**config.mk**
```make
export PLATFORM = sky130hd
export DESIGN_NAME = exc_entry_seq
export DESIGN_NICKNAME = d
export VERILOG_FILES = /design/src/rtl/exc_seq_pkg.sv /design/src/rtl/exc_vec_table.sv /design/src/rtl/exc_entry_calc.sv /design/src/rtl/exc_save_bank.sv /design/src/rtl/exc_entry_seq.sv
export SDC_FILE = /design/constraint.sdc
export NUM_CORES = 1
export LEC_CHECK = 0
export BUFFER_PORTS_ARGS = -buffer_cell sky130_fd_sc_hd__buf_2
export CORE_MARGIN = 1.5
export CORE_UTILIZATION = 35
export CTS_CLUSTER_DIAMETER = 60
export CTS_CLUSTER_SIZE = 14
export DETAILED_ROUTE_END_ITERATION = 10
export PLACE_DENSITY_LB_ADDON = 0.15
export SLEW_MARGIN = 30
export SYNTH_ARGS = -nofsm -noshare
export SYNTH_HDL_FRONTEND = slang
export SYNTH_SLANG_ARGS = --single-unit
```
**constraint.sdc**
```tcl
create_clock -name clk -period 8.9 [get_ports clk]
set_input_delay 1.78 -clock clk [delete_from_list [all_inputs] [get_ports clk]]
set_output_delay 1.78 -clock clk [all_outputs]
set_load 0.01 [all_outputs]
```
**src/rtl/exc_seq_pkg.sv**
```systemverilog
package exc_seq_pkg;

  localparam int CAUSE_BITS = 5;
  localparam int CODE_BITS  = 2;

  typedef enum logic [CAUSE_BITS-1:0] {
    C_SYSRST  = 5'd0,
    C_MCHK    = 5'd1,
    C_CRIT    = 5'd2,
    C_DSTOR   = 5'd3,
    C_ISTOR   = 5'd4,
    C_EXTIN   = 5'd5,
    C_ALIGN   = 5'd6,
    C_PROG    = 5'd7,
    C_FPUNAV  = 5'd8,
    C_SYSCALL = 5'd9,
    C_AUXNAV  = 5'd10,
    C_DECR    = 5'd11,
    C_FIXTMR  = 5'd12,
    C_WDOG    = 5'd13,
    C_DTLB    = 5'd14,
    C_ITLB    = 5'd15,
    C_VECNAV  = 5'd16,
    C_PITMR   = 5'd17
  } exc_cause_e;

  // program exception kinds carried in the subcode
  localparam logic [CODE_BITS-1:0] PK_FP   = 2'd0;
  localparam logic [CODE_BITS-1:0] PK_ILL  = 2'd1;
  localparam logic [CODE_BITS-1:0] PK_PRIV = 2'd2;
  localparam logic [CODE_BITS-1:0] PK_TRAP = 2'd3;

  // state word bit positions
  localparam int SB_LE  = 0;
  localparam int SB_FE1 = 8;
  localparam int SB_FE0 = 11;
  localparam int SB_ME  = 12;
  localparam int SB_FP  = 13;
  localparam int SB_ILE = 16;
  localparam int SB_POW = 18;

  // saved-state cause bits
  localparam int SV_FPEN  = 20;
  localparam int SV_ILL   = 19;
  localparam int SV_PRIV  = 18;
  localparam int SV_TRAP  = 17;
  localparam int SV_AUX16 = 16;

  localparam logic [63:0] SAVE_CLR_MASK = 64'h0000_0000_783F_0000;
  localparam logic [63:0] CRIT_KEEP     = 64'h0000_0000_0000_FFFF;

endpackage

```
**src/rtl/exc_vec_table.sv**
```systemverilog
module exc_vec_table
  import exc_seq_pkg::*;
#(
  parameter int XLEN = 32
) (
  input  logic                  clk,
  input  logic                  rst,
  input  logic                  wr_en,
  input  logic [CAUSE_BITS-1:0] wr_idx,
  input  logic [XLEN-1:0]       wr_data,
  input  logic [CAUSE_BITS-1:0] rd_idx,
  output logic [XLEN-1:0]       rd_vec,
  output logic                  rd_ok
);
  localparam int DEPTH = 1 << CAUSE_BITS;

  logic [XLEN-1:0] mem [DEPTH];
  logic [DEPTH-1:0] written_q;

  // storage without reset so it maps onto distributed RAM
  always_ff @(posedge clk) begin
    if (wr_en) mem[wr_idx] <= wr_data;
  end

  always_ff @(posedge clk) begin
    if (rst) written_q <= '0;
    else if (wr_en) written_q[wr_idx] <= 1'b1;
  end

  assign rd_vec = mem[rd_idx];
  assign rd_ok  = written_q[rd_idx] && (rd_vec != {XLEN{1'b1}});

endmodule

```
**src/rtl/exc_entry_calc.sv**
```systemverilog
module exc_entry_calc
  import exc_seq_pkg::*;
#(
  parameter int XLEN = 32
) (
  input  logic [CAUSE_BITS-1:0] cause,
  input  logic [CODE_BITS-1:0]  code,
  input  logic [XLEN-1:0]       cur_msr,
  input  logic [XLEN-1:0]       cur_nia,
  output logic [XLEN-1:0]       save_addr,
  output logic [XLEN-1:0]       save_state,
  output logic [XLEN-1:0]       new_msr,
  output logic                  use_crit,
  output logic                  drop,
  output logic                  stop
);
  localparam logic [XLEN-1:0] CLR = SAVE_CLR_MASK[XLEN-1:0];

  logic [XLEN-1:0] extra;
  logic            faulting;
  logic            fe0, fe1, fpa;
  exc_cause_e      c;

  assign fe0 = cur_msr[SB_FE0];
  assign fe1 = cur_msr[SB_FE1];
  assign fpa = cur_msr[SB_FP];
  assign c   = exc_cause_e'(cause);

  always_comb begin
    extra             = '0;
    new_msr           = '0;
    new_msr[SB_ME]    = cur_msr[SB_ME];
    faulting          = 1'b0;
    use_crit          = 1'b0;
    drop              = 1'b0;
    stop              = 1'b0;
    case (c)
      C_SYSRST: begin
        if (cur_msr[SB_POW]) extra[SV_AUX16] = 1'b1;
        else                 new_msr[SB_ME]  = 1'b0;
      end
      C_MCHK: begin
        new_msr[SB_ME] = 1'b0;
        stop           = !cur_msr[SB_ME];
      end
      C_CRIT, C_WDOG: use_crit = 1'b1;
      C_ALIGN, C_FPUNAV, C_AUXNAV, C_VECNAV: faulting = 1'b1;
      C_PROG: begin
        faulting = 1'b1;
        case (code)
          PK_FP: begin
            if ((!fe0 && !fe1) || !fpa) begin
              drop = 1'b1;
            end else begin
              extra[SV_FPEN] = 1'b1;
              if (fe0 == fe1) faulting = 1'b0;
              else            extra[SV_AUX16] = 1'b1;
            end
          end
          PK_ILL:  extra[SV_ILL]  = 1'b1;
          PK_PRIV: extra[SV_PRIV] = 1'b1;
          default: extra[SV_TRAP] = 1'b1;
        endcase
      end
      default: ;
    endcase
    if (cur_msr[SB_ILE]) new_msr[SB_LE] = 1'b1;
  end

  assign save_state = (cur_msr & ~CLR) | extra;
  assign save_addr  = faulting ? (cur_nia - XLEN'(4)) : cur_nia;

endmodule

```
**src/rtl/exc_save_bank.sv**
```systemverilog
module exc_save_bank #(
  parameter int XLEN  = 32,
  parameter int PAIRS = 2
) (
  input  logic                     clk,
  input  logic                     rst,
  input  logic                     wr_en,
  input  logic [$clog2(PAIRS)-1:0] wr_sel,
  input  logic [XLEN-1:0]          wr_addr,
  input  logic [XLEN-1:0]          wr_state,
  output logic [XLEN-1:0]          addr_q  [PAIRS],
  output logic [XLEN-1:0]          state_q [PAIRS]
);
  localparam int SEL_W = $clog2(PAIRS);

  for (genvar g = 0; g < PAIRS; g++) begin : g_pair
    always_ff @(posedge clk) begin
      if (rst) begin
        addr_q[g]  <= '0;
        state_q[g] <= '0;
      end else if (wr_en && (wr_sel == SEL_W'(g))) begin
        addr_q[g]  <= wr_addr;
        state_q[g] <= wr_state;
      end
    end
  end

endmodule

```
**src/rtl/exc_entry_seq.sv**
```systemverilog
module exc_entry_seq
  import exc_seq_pkg::*;
#(
  parameter int XLEN = 32
) (
  input  logic                  clk,
  input  logic                  rst,
  input  logic                  req_valid,
  input  logic [CAUSE_BITS-1:0] req_cause,
  input  logic [CODE_BITS-1:0]  req_code,
  input  logic [XLEN-1:0]       cur_nia,
  input  logic [XLEN-1:0]       cur_msr,
  input  logic                  ret_valid,
  input  logic                  ret_crit,
  input  logic [XLEN-1:0]       vec_base,
  input  logic                  vec_we,
  input  logic [CAUSE_BITS-1:0] vec_idx,
  input  logic [XLEN-1:0]       vec_wdata,
  output logic                  redir_valid,
  output logic [XLEN-1:0]       redir_addr,
  output logic                  msr_we,
  output logic [XLEN-1:0]       msr_out,
  output logic [XLEN-1:0]       nrm_ret_addr,
  output logic [XLEN-1:0]       nrm_ret_state,
  output logic [XLEN-1:0]       crt_ret_addr,
  output logic [XLEN-1:0]       crt_ret_state,
  output logic                  checkstop,
  output logic                  vec_err
);
  localparam int PAIRS = 2;
  localparam logic [XLEN-1:0] CLR   = SAVE_CLR_MASK[XLEN-1:0];
  localparam logic [XLEN-1:0] CKEEP = CRIT_KEEP[XLEN-1:0];
  localparam logic [XLEN-1:0] WALGN = ~XLEN'(3);

  logic [XLEN-1:0] vt_vec;
  logic            vt_ok;
  logic [XLEN-1:0] ec_addr, ec_state, ec_newmsr;
  logic            ec_crit, ec_drop, ec_stop;
  logic [XLEN-1:0] sv_addr  [PAIRS];
  logic [XLEN-1:0] sv_state [PAIRS];
  logic            sv_we;

  logic            redir_valid_q, msr_we_q, checkstop_q, vec_err_q;
  logic [XLEN-1:0] redir_addr_q, msr_out_q;

  exc_vec_table #(.XLEN(XLEN)) vtab_i (
    .clk     (clk),
    .rst     (rst),
    .wr_en   (vec_we),
    .wr_idx  (vec_idx),
    .wr_data (vec_wdata),
    .rd_idx  (req_cause),
    .rd_vec  (vt_vec),
    .rd_ok   (vt_ok)
  );

  exc_entry_calc #(.XLEN(XLEN)) calc_i (
    .cause      (req_cause),
    .code       (req_code),
    .cur_msr    (cur_msr),
    .cur_nia    (cur_nia),
    .save_addr  (ec_addr),
    .save_state (ec_state),
    .new_msr    (ec_newmsr),
    .use_crit   (ec_crit),
    .drop       (ec_drop),
    .stop       (ec_stop)
  );

  assign sv_we = !checkstop_q && req_valid && !ec_drop && !ec_stop && vt_ok;

  exc_save_bank #(.XLEN(XLEN), .PAIRS(PAIRS)) bank_i (
    .clk      (clk),
    .rst      (rst),
    .wr_en    (sv_we),
    .wr_sel   (ec_crit),
    .wr_addr  (ec_addr),
    .wr_state (ec_state),
    .addr_q   (sv_addr),
    .state_q  (sv_state)
  );

  always_ff @(posedge clk) begin
    if (rst) begin
      redir_valid_q <= 1'b0;
      redir_addr_q  <= '0;
      msr_we_q      <= 1'b0;
      msr_out_q     <= '0;
      checkstop_q   <= 1'b0;
      vec_err_q     <= 1'b0;
    end else begin
      redir_valid_q <= 1'b0;
      msr_we_q      <= 1'b0;
      if (!checkstop_q) begin
        if (req_valid) begin
          if (ec_drop) begin
            redir_valid_q <= 1'b0;
          end else if (ec_stop) begin
            checkstop_q <= 1'b1;
          end else if (!vt_ok) begin
            vec_err_q <= 1'b1;
          end else begin
            redir_valid_q <= 1'b1;
            redir_addr_q  <= vt_vec | vec_base;
            msr_we_q      <= 1'b1;
            msr_out_q     <= ec_newmsr;
          end
        end else if (ret_valid) begin
          redir_valid_q <= 1'b1;
          msr_we_q      <= 1'b1;
          if (ret_crit) begin
            redir_addr_q <= sv_addr[1] & WALGN;
            msr_out_q    <= sv_state[1] & CKEEP;
          end else begin
            redir_addr_q <= sv_addr[0] & WALGN;
            msr_out_q    <= sv_state[0] & ~CLR;
          end
        end
      end
    end
  end

  assign redir_valid   = redir_valid_q;
  assign redir_addr    = redir_addr_q;
  assign msr_we        = msr_we_q;
  assign msr_out       = msr_out_q;
  assign checkstop     = checkstop_q;
  assign vec_err       = vec_err_q;
  assign nrm_ret_addr  = sv_addr[0];
  assign nrm_ret_state = sv_state[0];
  assign crt_ret_addr  = sv_addr[1];
  assign crt_ret_state = sv_state[1];

endmodule

```
==> results.rst, run 1 <==
.. list-table::
   :header-rows: 1

   * - Metric
     - Value
   * - Final worst clock skew
     - ~0.031 ns
   * - Sum of routed wire length over all layers
     - 152000 um
   * - Share of the synthesized area in compound gates (AO/OA/AOI/OAI)
     - 5.55%
   * - Critical path launch point type
     - input pin
   * - Hold-fix buffers, CTS
     - 0
   * - Top-level I/O count
     - ~340
   * - Row Count
     - 137
   * - Clk sink count
     - around 1200
   * - Number of failing setup endpoints in the final timing report
     - 0
   * - Hold Slack
     - approximately 0.47 ns
   * - Required time of the worst setup path
     - 9.51 ns
   * - Min Tclk post-route
     - 6.23 ns
   * - Number of standard cells after synthesis
     - 2874
   * - TritonCTS clock tree
     - done
   * - Mean instance size in the synthesized netlist
     - 17.2 um^2
   * - Cell type with the largest total area after synthesis
     - sky130_fd_sc_hd__edfxtp_1
   * - Initial drt markers
     - 2514
   * - Via count of the first global-routing pass
     - between 20000 and 30000
   * - Worst slew slack as a fraction of its limit
     - roughly 32%
   * - Drt drc
     - 0
   * - Via count
     - between 20000 and 30000
   * - Seq/Total Area, Yosys
     - 70.7%
   * - Power per standard cell area
     - 208 nW/um^2
   * - Area fraction of the dominant cell type after synthesis
     - 62.3%
   * - Post-detail-place hpwl
     - roughly 87000 um
   * - Max clock buf depth
     - 3
   * - Area added between synthesis and finish
     - 14.3%
   * - Clock transition time at the flip-flop clock pins of the worst setup and hold paths
     - approximately 0.060 ns
   * - Pin count of the biggest net entering global routing
     - 111
   * - Antenna violation net count after detailed routing
     - 0
   * - Ratio of cells with drive above 1 in the final layout
     - about a quarter
   * - Initial antenna violation count
     - 20
   * - Number of H-tree branching levels
     - 3
   * - Unrepaired setup endpoints after global routing
     - false
   * - Most common cell after layout, fill and taps aside
     - sky130_fd_sc_hd__edfxtp_1
   * - DRT Pass-1 Iters
     - 7
   * - Async set-reset flop share out of synthesis
     - 0%
   * - # Post-CTS Setup Buffers
     - 0
   * - Outcome
     - finished, final reports clean
   * - GRT met2 Usage
     - 34.7%
   * - Type of destination of the critical path
     - register
   * - Quantity of gates resized following cts
     - 0
   * - Sum of internal, switching and leakage power
     - 11800 uW
   * - Maximum ir drop on the vdd rail
     - 0.000158 V
   * - Total CTS buffers
     - 111
   * - Maximum fanout encountered on the critical timing path
     - 89
   * - Synthesized flop and latch total
     - 1231
   * - Average wire per standard cell
     - 29.5 um
   * - Final clock period utilization by the worst path
     - 70.0%
   * - Chip Width
     - 379 um
   * - Core area
     - between 100000 and 150000 um^2
   * - Number of enable flip-flop cells after synthesis
     - between 1000 and 1500
   * - Tightest Hold Check Type
     - reg2reg
   * - Number of I/O port buffers
     - 313
   * - Vias per cell
     - 5.42
   * - Leading cell types in the layout, fill and taps excluded
     - sky130_fd_sc_hd__edfxtp_1, sky130_fd_sc_hd__mux2i_1, sky130_fd_sc_hd__buf_2, sky130_fd_sc_hd__dfxtp_1, sky130_fd_sc_hd__mux4_2
   * - Total negative setup slack
     - 0 ns
   * - Worst skew pair latency
     - 0.74 ns
   * - Cell area after technology mapping
     - roughly 50000 um^2
   * - Max Transition Viols Final
     - 0
   * - Max-cap violations
     - 0
   * - Count of different cell masters after synthesis
     - 77
   * - Grt ovf
     - 0
   * - Path type of the worst setup path
     - in2reg
   * - Placed insts
     - 4965
   * - Gpl congestion
     - 0.801
   * - Main combinational cell family by area after synthesis
     - multiplexers
   * - Transition time of the tightest slew-check pin
     - 1.02 ns
   * - All-layer global routing usage
     - 21.0%
   * - Global-route met1 utilization
     - 28.1%
   * - Leakage Power
     - 0.0196 uW
   * - Filler cells
     - 12700
   * - Starting density of the core
     - 35.3%
   * - GRT busiest layer
     - met2
   * - YS warnings
     - 0
   * - Portion of netlist area occupied by mux cells
     - 14.5%
   * - Data arrival at the endpoint of the critical path
     - 6.85 ns
   * - Height of the die
     - 379 um
   * - Area share of and/or/nand/nor cells after synthesis
     - around 5.8%
   * - First-pass GRT wire length
     - between 200000 and 250000 um
   * - Highest clock frequency the design can meet
     - 160 MHz
   * - Post-layout nets
     - 3350
   * - Filler-free cell count of the finished design
     - 5159
   * - Synth area leaders
     - sky130_fd_sc_hd__edfxtp_1, sky130_fd_sc_hd__dfxtp_1, sky130_fd_sc_hd__mux4_2
   * - Die Area
     - 143000 um^2
   * - Count of endpoints failing hold in the final timing report
     - 0
   * - Fraction of synthesized cell area in xor and xnor cells
     - less than 1%
   * - Post-Synth Adder-Cell Area
     - 0.0507%
   * - Ys flop type
     - sky130_fd_sc_hd__edfxtp_1
   * - Clock root buffer
     - sky130_fd_sc_hd__clkbuf_16
   * - Global-route met3 utilization
     - 3.64%
flip-flops by register name, indices dropped and copies added (netlist names):
signal,count
vtab_i.mem,1024
bank_i.addr_q,64
bank_i.state_q,54
redir_addr,32
vtab_i.written_q,32
msr_out,22
checkstop,1
msr_we,1
vec_err,1
metal layers:
metal / wire length (um) / share of wire, % / up-vias
met2: 73100 / 48 / 928
li1: - / - / 12000
met3: 9460 / 6.2 / 208
met1: 65600 / 43 / 14800
met4: 3780 / 2.5 / 18
met5: 127 / 0.083 / -
where the power goes:
group	total, uW	internal [uW]	switching, uW
Combinational	703	234	469
Clock	4730	2570	2160
Sequential	6320	6300	20.1
Total	11800	9110	2650
stage by stage:
step           instance area [um^2]  setup slack [ns]  utilization [%]
2_1_floorplan                 49500              4.28                -
3_3_place_gp                  52900              1.83             37.9
3_5_place_dp                  52900              1.82             37.9
4_1_cts                       56400              2.60             40.4
5_1_grt                       56400              2.36             40.4
6_report                      56400              2.67             40.4
critical path, stage by stage:
cell and delay, ns:
sky130_fd_sc_hd__buf_8 0.50, sky130_fd_sc_hd__buf_12 0.54, sky130_fd_sc_hd__nor2_2 0.14, sky130_fd_sc_hd__a221oi_1 0.61
sky130_fd_sc_hd__o21ai_0 0.23, sky130_fd_sc_hd__a22oi_1 0.70, sky130_fd_sc_hd__nand2_1 0.16, sky130_fd_sc_hd__nor4_2 0.39
sky130_fd_sc_hd__nand3_4 0.33, sky130_fd_sc_hd__nand3_2 0.56, sky130_fd_sc_hd__buf_4 0.28, sky130_fd_sc_hd__mux2_2 0.34
layout make-up:
| cell class | instances | area [um^2] | area share (%) |
|---|---|---|---|
| multi-input combinational | 1454 | 13400 | 23.8 |
| inverter | 17 | 63.8 | 0.113 |
| clock buffer | 136 | 2930 | 5.20 |
| timing repair buffer | 387 | 2210 | 3.91 |
| antenna | 6 | 15.0 | 0.0266 |
| tap | 1876 | 2350 | 4.16 |
| sequential | 1231 | 34900 | 61.8 |
| clock inverter | 52 | 549 | 0.973 |
final timing paths:
path / startpoint / end / slack [ns] / depth (start not counted)
max: req_cause[0] / bank_i.state_q[52] / 2.67 / 12
min: msr_out[13] / msr_out[13] / 0.47 / 1
max reg2reg: vtab_i.mem[16][1] / bank_i.state_q[52] / 4.80 / 10
min reg2reg: msr_out[13] / msr_out[13] / 0.47 / 1
logic make-up after synthesis:
logic type | count (synthesis)
xor+xnor | 26
mux | 507
fa+ha+maj | 2
buf+inv | 208
simple gates | 528
other cells | 1
flops | 1231
compound gates | 371
cells in the mapped netlist (all sizes together), types with 17 or more instances:
cell type,number
a31oi,18
clkbuf,63
a211oi,58
edfxtp,1024
nand2,57
buf,128
nor2b,61
nor3,23
mux2i,313
nor2,151
dfxtp,207
xnor2,18
a21oi,54
mux2,32
nand3,21
o22ai,18
nand2b,139
o221ai,23
inv,17
o21ai,17
mux4,162
a22o,45
a22oi,75
Power figures use the tool's default switching activity.
==> run 2, diff against run 1 <==
- clock period: 8.9 -> 5.96 ns (I/O delays scaled with it)
==> run 2 against run 1 <==
Effect of this change: power up 51%; sequential share of layout area down 0.91 points; critical path depth up 2; clock-buffer cell count down 4; critical path type unchanged; largest cell class unchanged; largest power group unchanged.
==> results.rst, run 2 (synthesis results as in run 1) <==
.. list-table::
   :header-rows: 1

   * - Metric
     - Value
   * - Final worst clock skew
     - 0.0386 ns (+0.00757 ns)
   * - Type of destination of the critical path
     - register
   * - Gpl congestion
     - 0.795 (-0.66%)
   * - Post-layout nets
     - 3425 (+2.2%)
   * - Post-detail-place hpwl
     - 97600 um (+12%)
   * - Clock transition time at the flip-flop clock pins of the worst setup and hold paths
     - 0.06 ns (about the same)
   * - Antenna violation net count after detailed routing
     - 0 (unchanged)
   * - Filler-free cell count of the finished design
     - 5233 (+1.4%)
   * - Drt drc
     - 0 (unchanged)
   * - # Post-CTS Setup Buffers
     - 0 (unchanged)
   * - Highest clock frequency the design can meet
     - around 220 MHz
   * - Path type of the worst setup path
     - in2reg
   * - Register with the most flip-flops
     - vtab_i.mem
   * - Chip Width
     - 379 um (unchanged)
   * - Max Transition Viols Final
     - 0 (unchanged)
   * - All-layer global routing usage
     - 21.1% (+0.19 points)
   * - Leakage Power
     - 0.0201 uW (+2.5%)
   * - Height of the die
     - 379 um (unchanged)
   * - Unrepaired setup endpoints after global routing
     - false
   * - Vias per cell
     - 5.36 (-1.1%)
   * - Min setup slack post-route
     - 1.31 ns (-1.35 ns)
   * - Max-cap violations
     - 0 (unchanged)
   * - Fin util
     - 41.0% (+0.60 points)
   * - Tightest Hold Check Type
     - reg2reg
   * - Power per standard cell area
     - 309 nW/um^2 (+48%)
   * - TritonCTS clock tree
     - done
   * - Required time of the worst setup path
     - 6.61 ns (-2.90 ns)
   * - Grt ovf
     - 0 (unchanged)
   * - Transition time of the tightest slew-check pin
     - 0.933 ns (-0.0842 ns)
   * - Post-placement setup slack
     - 0.549 ns (-1.27 ns)
   * - Sum of routed wire length over all layers
     - 153000 um (+0.87%)
   * - Average wire per standard cell
     - 29.3 um (-0.56%)
   * - Top-level I/O count
     - 342 (unchanged)
   * - Max clock buf depth
     - 3 (unchanged)
   * - Largest register FFs
     - 1024 (unchanged)
   * - Clk sink count
     - 1231 (unchanged)
   * - Count of endpoints failing hold in the final timing report
     - 0 (unchanged)
   * - Registers with the most flip-flops
     - vtab_i.mem: 1024 flops, bank_i.addr_q: 64 flops, bank_i.state_q: 54 flops
   * - Number of I/O port buffers
     - 313 (unchanged)
   * - Number of H-tree branching levels
     - 3 (unchanged)
   * - Via count of the first global-routing pass
     - 28400 (-0.35%)
   * - Clock root buffer
     - sky130_fd_sc_hd__clkbuf_16
   * - Data arrival at the endpoint of the critical path
     - 5.30 ns (-1.55 ns)
   * - Number of failing setup endpoints in the final timing report
     - 0 (unchanged)
   * - Critical path launch point type
     - input pin
   * - Maximum ir drop on the vdd rail
     - 0.000224 V (+42%)
   * - Initial antenna violation count
     - 19 (-5.0%)
   * - Outcome
     - finished, final reports clean
   * - Final clock period utilization by the worst path
     - between 70% and 80%
   * - Min Tclk post-route
     - 4.65 ns
   * - Die Area
     - 143000 um^2 (unchanged)
   * - Via count
     - 28100 (+0.33%)
   * - Worst skew pair latency
     - 0.73 ns (about the same)
   * - Most common cell after layout, fill and taps aside
     - sky130_fd_sc_hd__edfxtp_1
   * - Worst slew slack as a fraction of its limit
     - 37.3% (+5.3 points)
   * - DRT Pass-1 Iters
     - 5 (-2)
   * - Pin count of the biggest net entering global routing
     - 117 (+5.4%)
   * - Maximum fanout encountered on the critical timing path
     - 31 (-65%)
   * - Quantity of gates resized following cts
     - 0 (unchanged)
   * - Core area
     - 140000 um^2 (unchanged)
   * - Row Count
     - 137 (unchanged)
   * - Initial drt markers
     - 2452 (-2.5%)
   * - Leading cell types in the layout, fill and taps excluded
     - sky130_fd_sc_hd__edfxtp_1, sky130_fd_sc_hd__mux2i_1, sky130_fd_sc_hd__buf_2, sky130_fd_sc_hd__dfxtp_1, sky130_fd_sc_hd__mux4_2
   * - Hold-fix buffers, CTS
     - 0 (unchanged)
   * - Ratio of cells with drive above 1 in the final layout
     - 26.4% (+1.7 points)
   * - Area added between synthesis and finish
     - 16.0%
   * - First-pass GRT wire length
     - 214000 um (+0.56%)
   * - Starting density of the core
     - 35.3% (unchanged)
   * - Total CTS buffers
     - 114 (+2.7%)
   * - Placed insts
     - 5036 (+1.4%)
   * - Total negative setup slack
     - 0 ns (unchanged)
-- run 2: cell types whose count changed in the layout (fill, tap and decap cells not counted), moves of 4 or more --
| cell | change |
|---|---|
| sky130_fd_sc_hd__clkbuf_16 | +4 |
| sky130_fd_sc_hd__buf_16 | +8 |
| sky130_fd_sc_hd__nor2b_1 | +4 |
| sky130_fd_sc_hd__clkbuf_1 | -6 |
| sky130_fd_sc_hd__buf_12 | +6 |
| sky130_fd_sc_hd__clkinv_2 | +10 |
| sky130_fd_sc_hd__buf_4 | +57 |
-- run 2: cell type report --
type	instances	area, um^2
diodes	5	12.5
clock buffers	132	2980
clock inverters	59	591
fillers	12500	82400
inverters	17	63.8
multi-input cells	1454	13400
flip-flops and latches	1231	34900
well taps	1876	2350
repair buffers	459	2990
-- run 2: worst max-delay path, cell delays in order --
cell and delay, ns:
sky130_fd_sc_hd__buf_4 0.43, sky130_fd_sc_hd__buf_4 0.36, sky130_fd_sc_hd__nor2b_1 0.26, sky130_fd_sc_hd__buf_4 0.21, sky130_fd_sc_hd__and2_1 0.26, sky130_fd_sc_hd__a22oi_1 0.14
sky130_fd_sc_hd__and4_1 0.28, sky130_fd_sc_hd__or4b_4 0.53, sky130_fd_sc_hd__nor4_4 0.29, sky130_fd_sc_hd__buf_4 0.22, sky130_fd_sc_hd__nand3_4 0.17, sky130_fd_sc_hd__nand3_4 0.37
sky130_fd_sc_hd__buf_4 0.29, sky130_fd_sc_hd__mux2i_1 0.22
-- run 2: metal layers --
layer / global-route usage, % / up-vias / routed length, um
met3: 3.69 / 168 / 10100
met5: 0 / - / 99
li1: - / 12100 / -
met1: 28.4 / 14800 / 65500
met2: 35.3 / 963 / 74600
met4: 5.63 / 14 / 3140
-- run 2: stage by stage --
step / hold slack, ns / cell area (um^2) / power [uW]
global placement: 0.444 / 53400 / 10700
CTS: 0.464 / 57200 / 17900
floorplan: 0.435 / 49500 / 10200
global route: 0.488 / 57300 / 18200
finish: 0.465 / 57300 / 17700
detailed placement: 0.448 / 53700 / 10700
-- run 2: final timing paths --
| kind | start | endpoint | slack [ns] | depth (start not counted) |
|---|---|---|---|---|
| worst max-delay path | req_cause[1] | bank_i.addr_q[24] | 1.31 | 14 |
| worst min-delay path | msr_out[10] | msr_out[10] | 0.46 | 1 |
| worst max register to register | vtab_i.mem[15][2] | bank_i.state_q[1] | 2.46 | 10 |
| worst min register to register | msr_out[10] | msr_out[10] | 0.46 | 1 |
-- run 2: power breakdown --
group | switching, uW | internal, uW
logic | 713 | 379
registers | 30.3 | 9410
clock network | 3240 | 3920
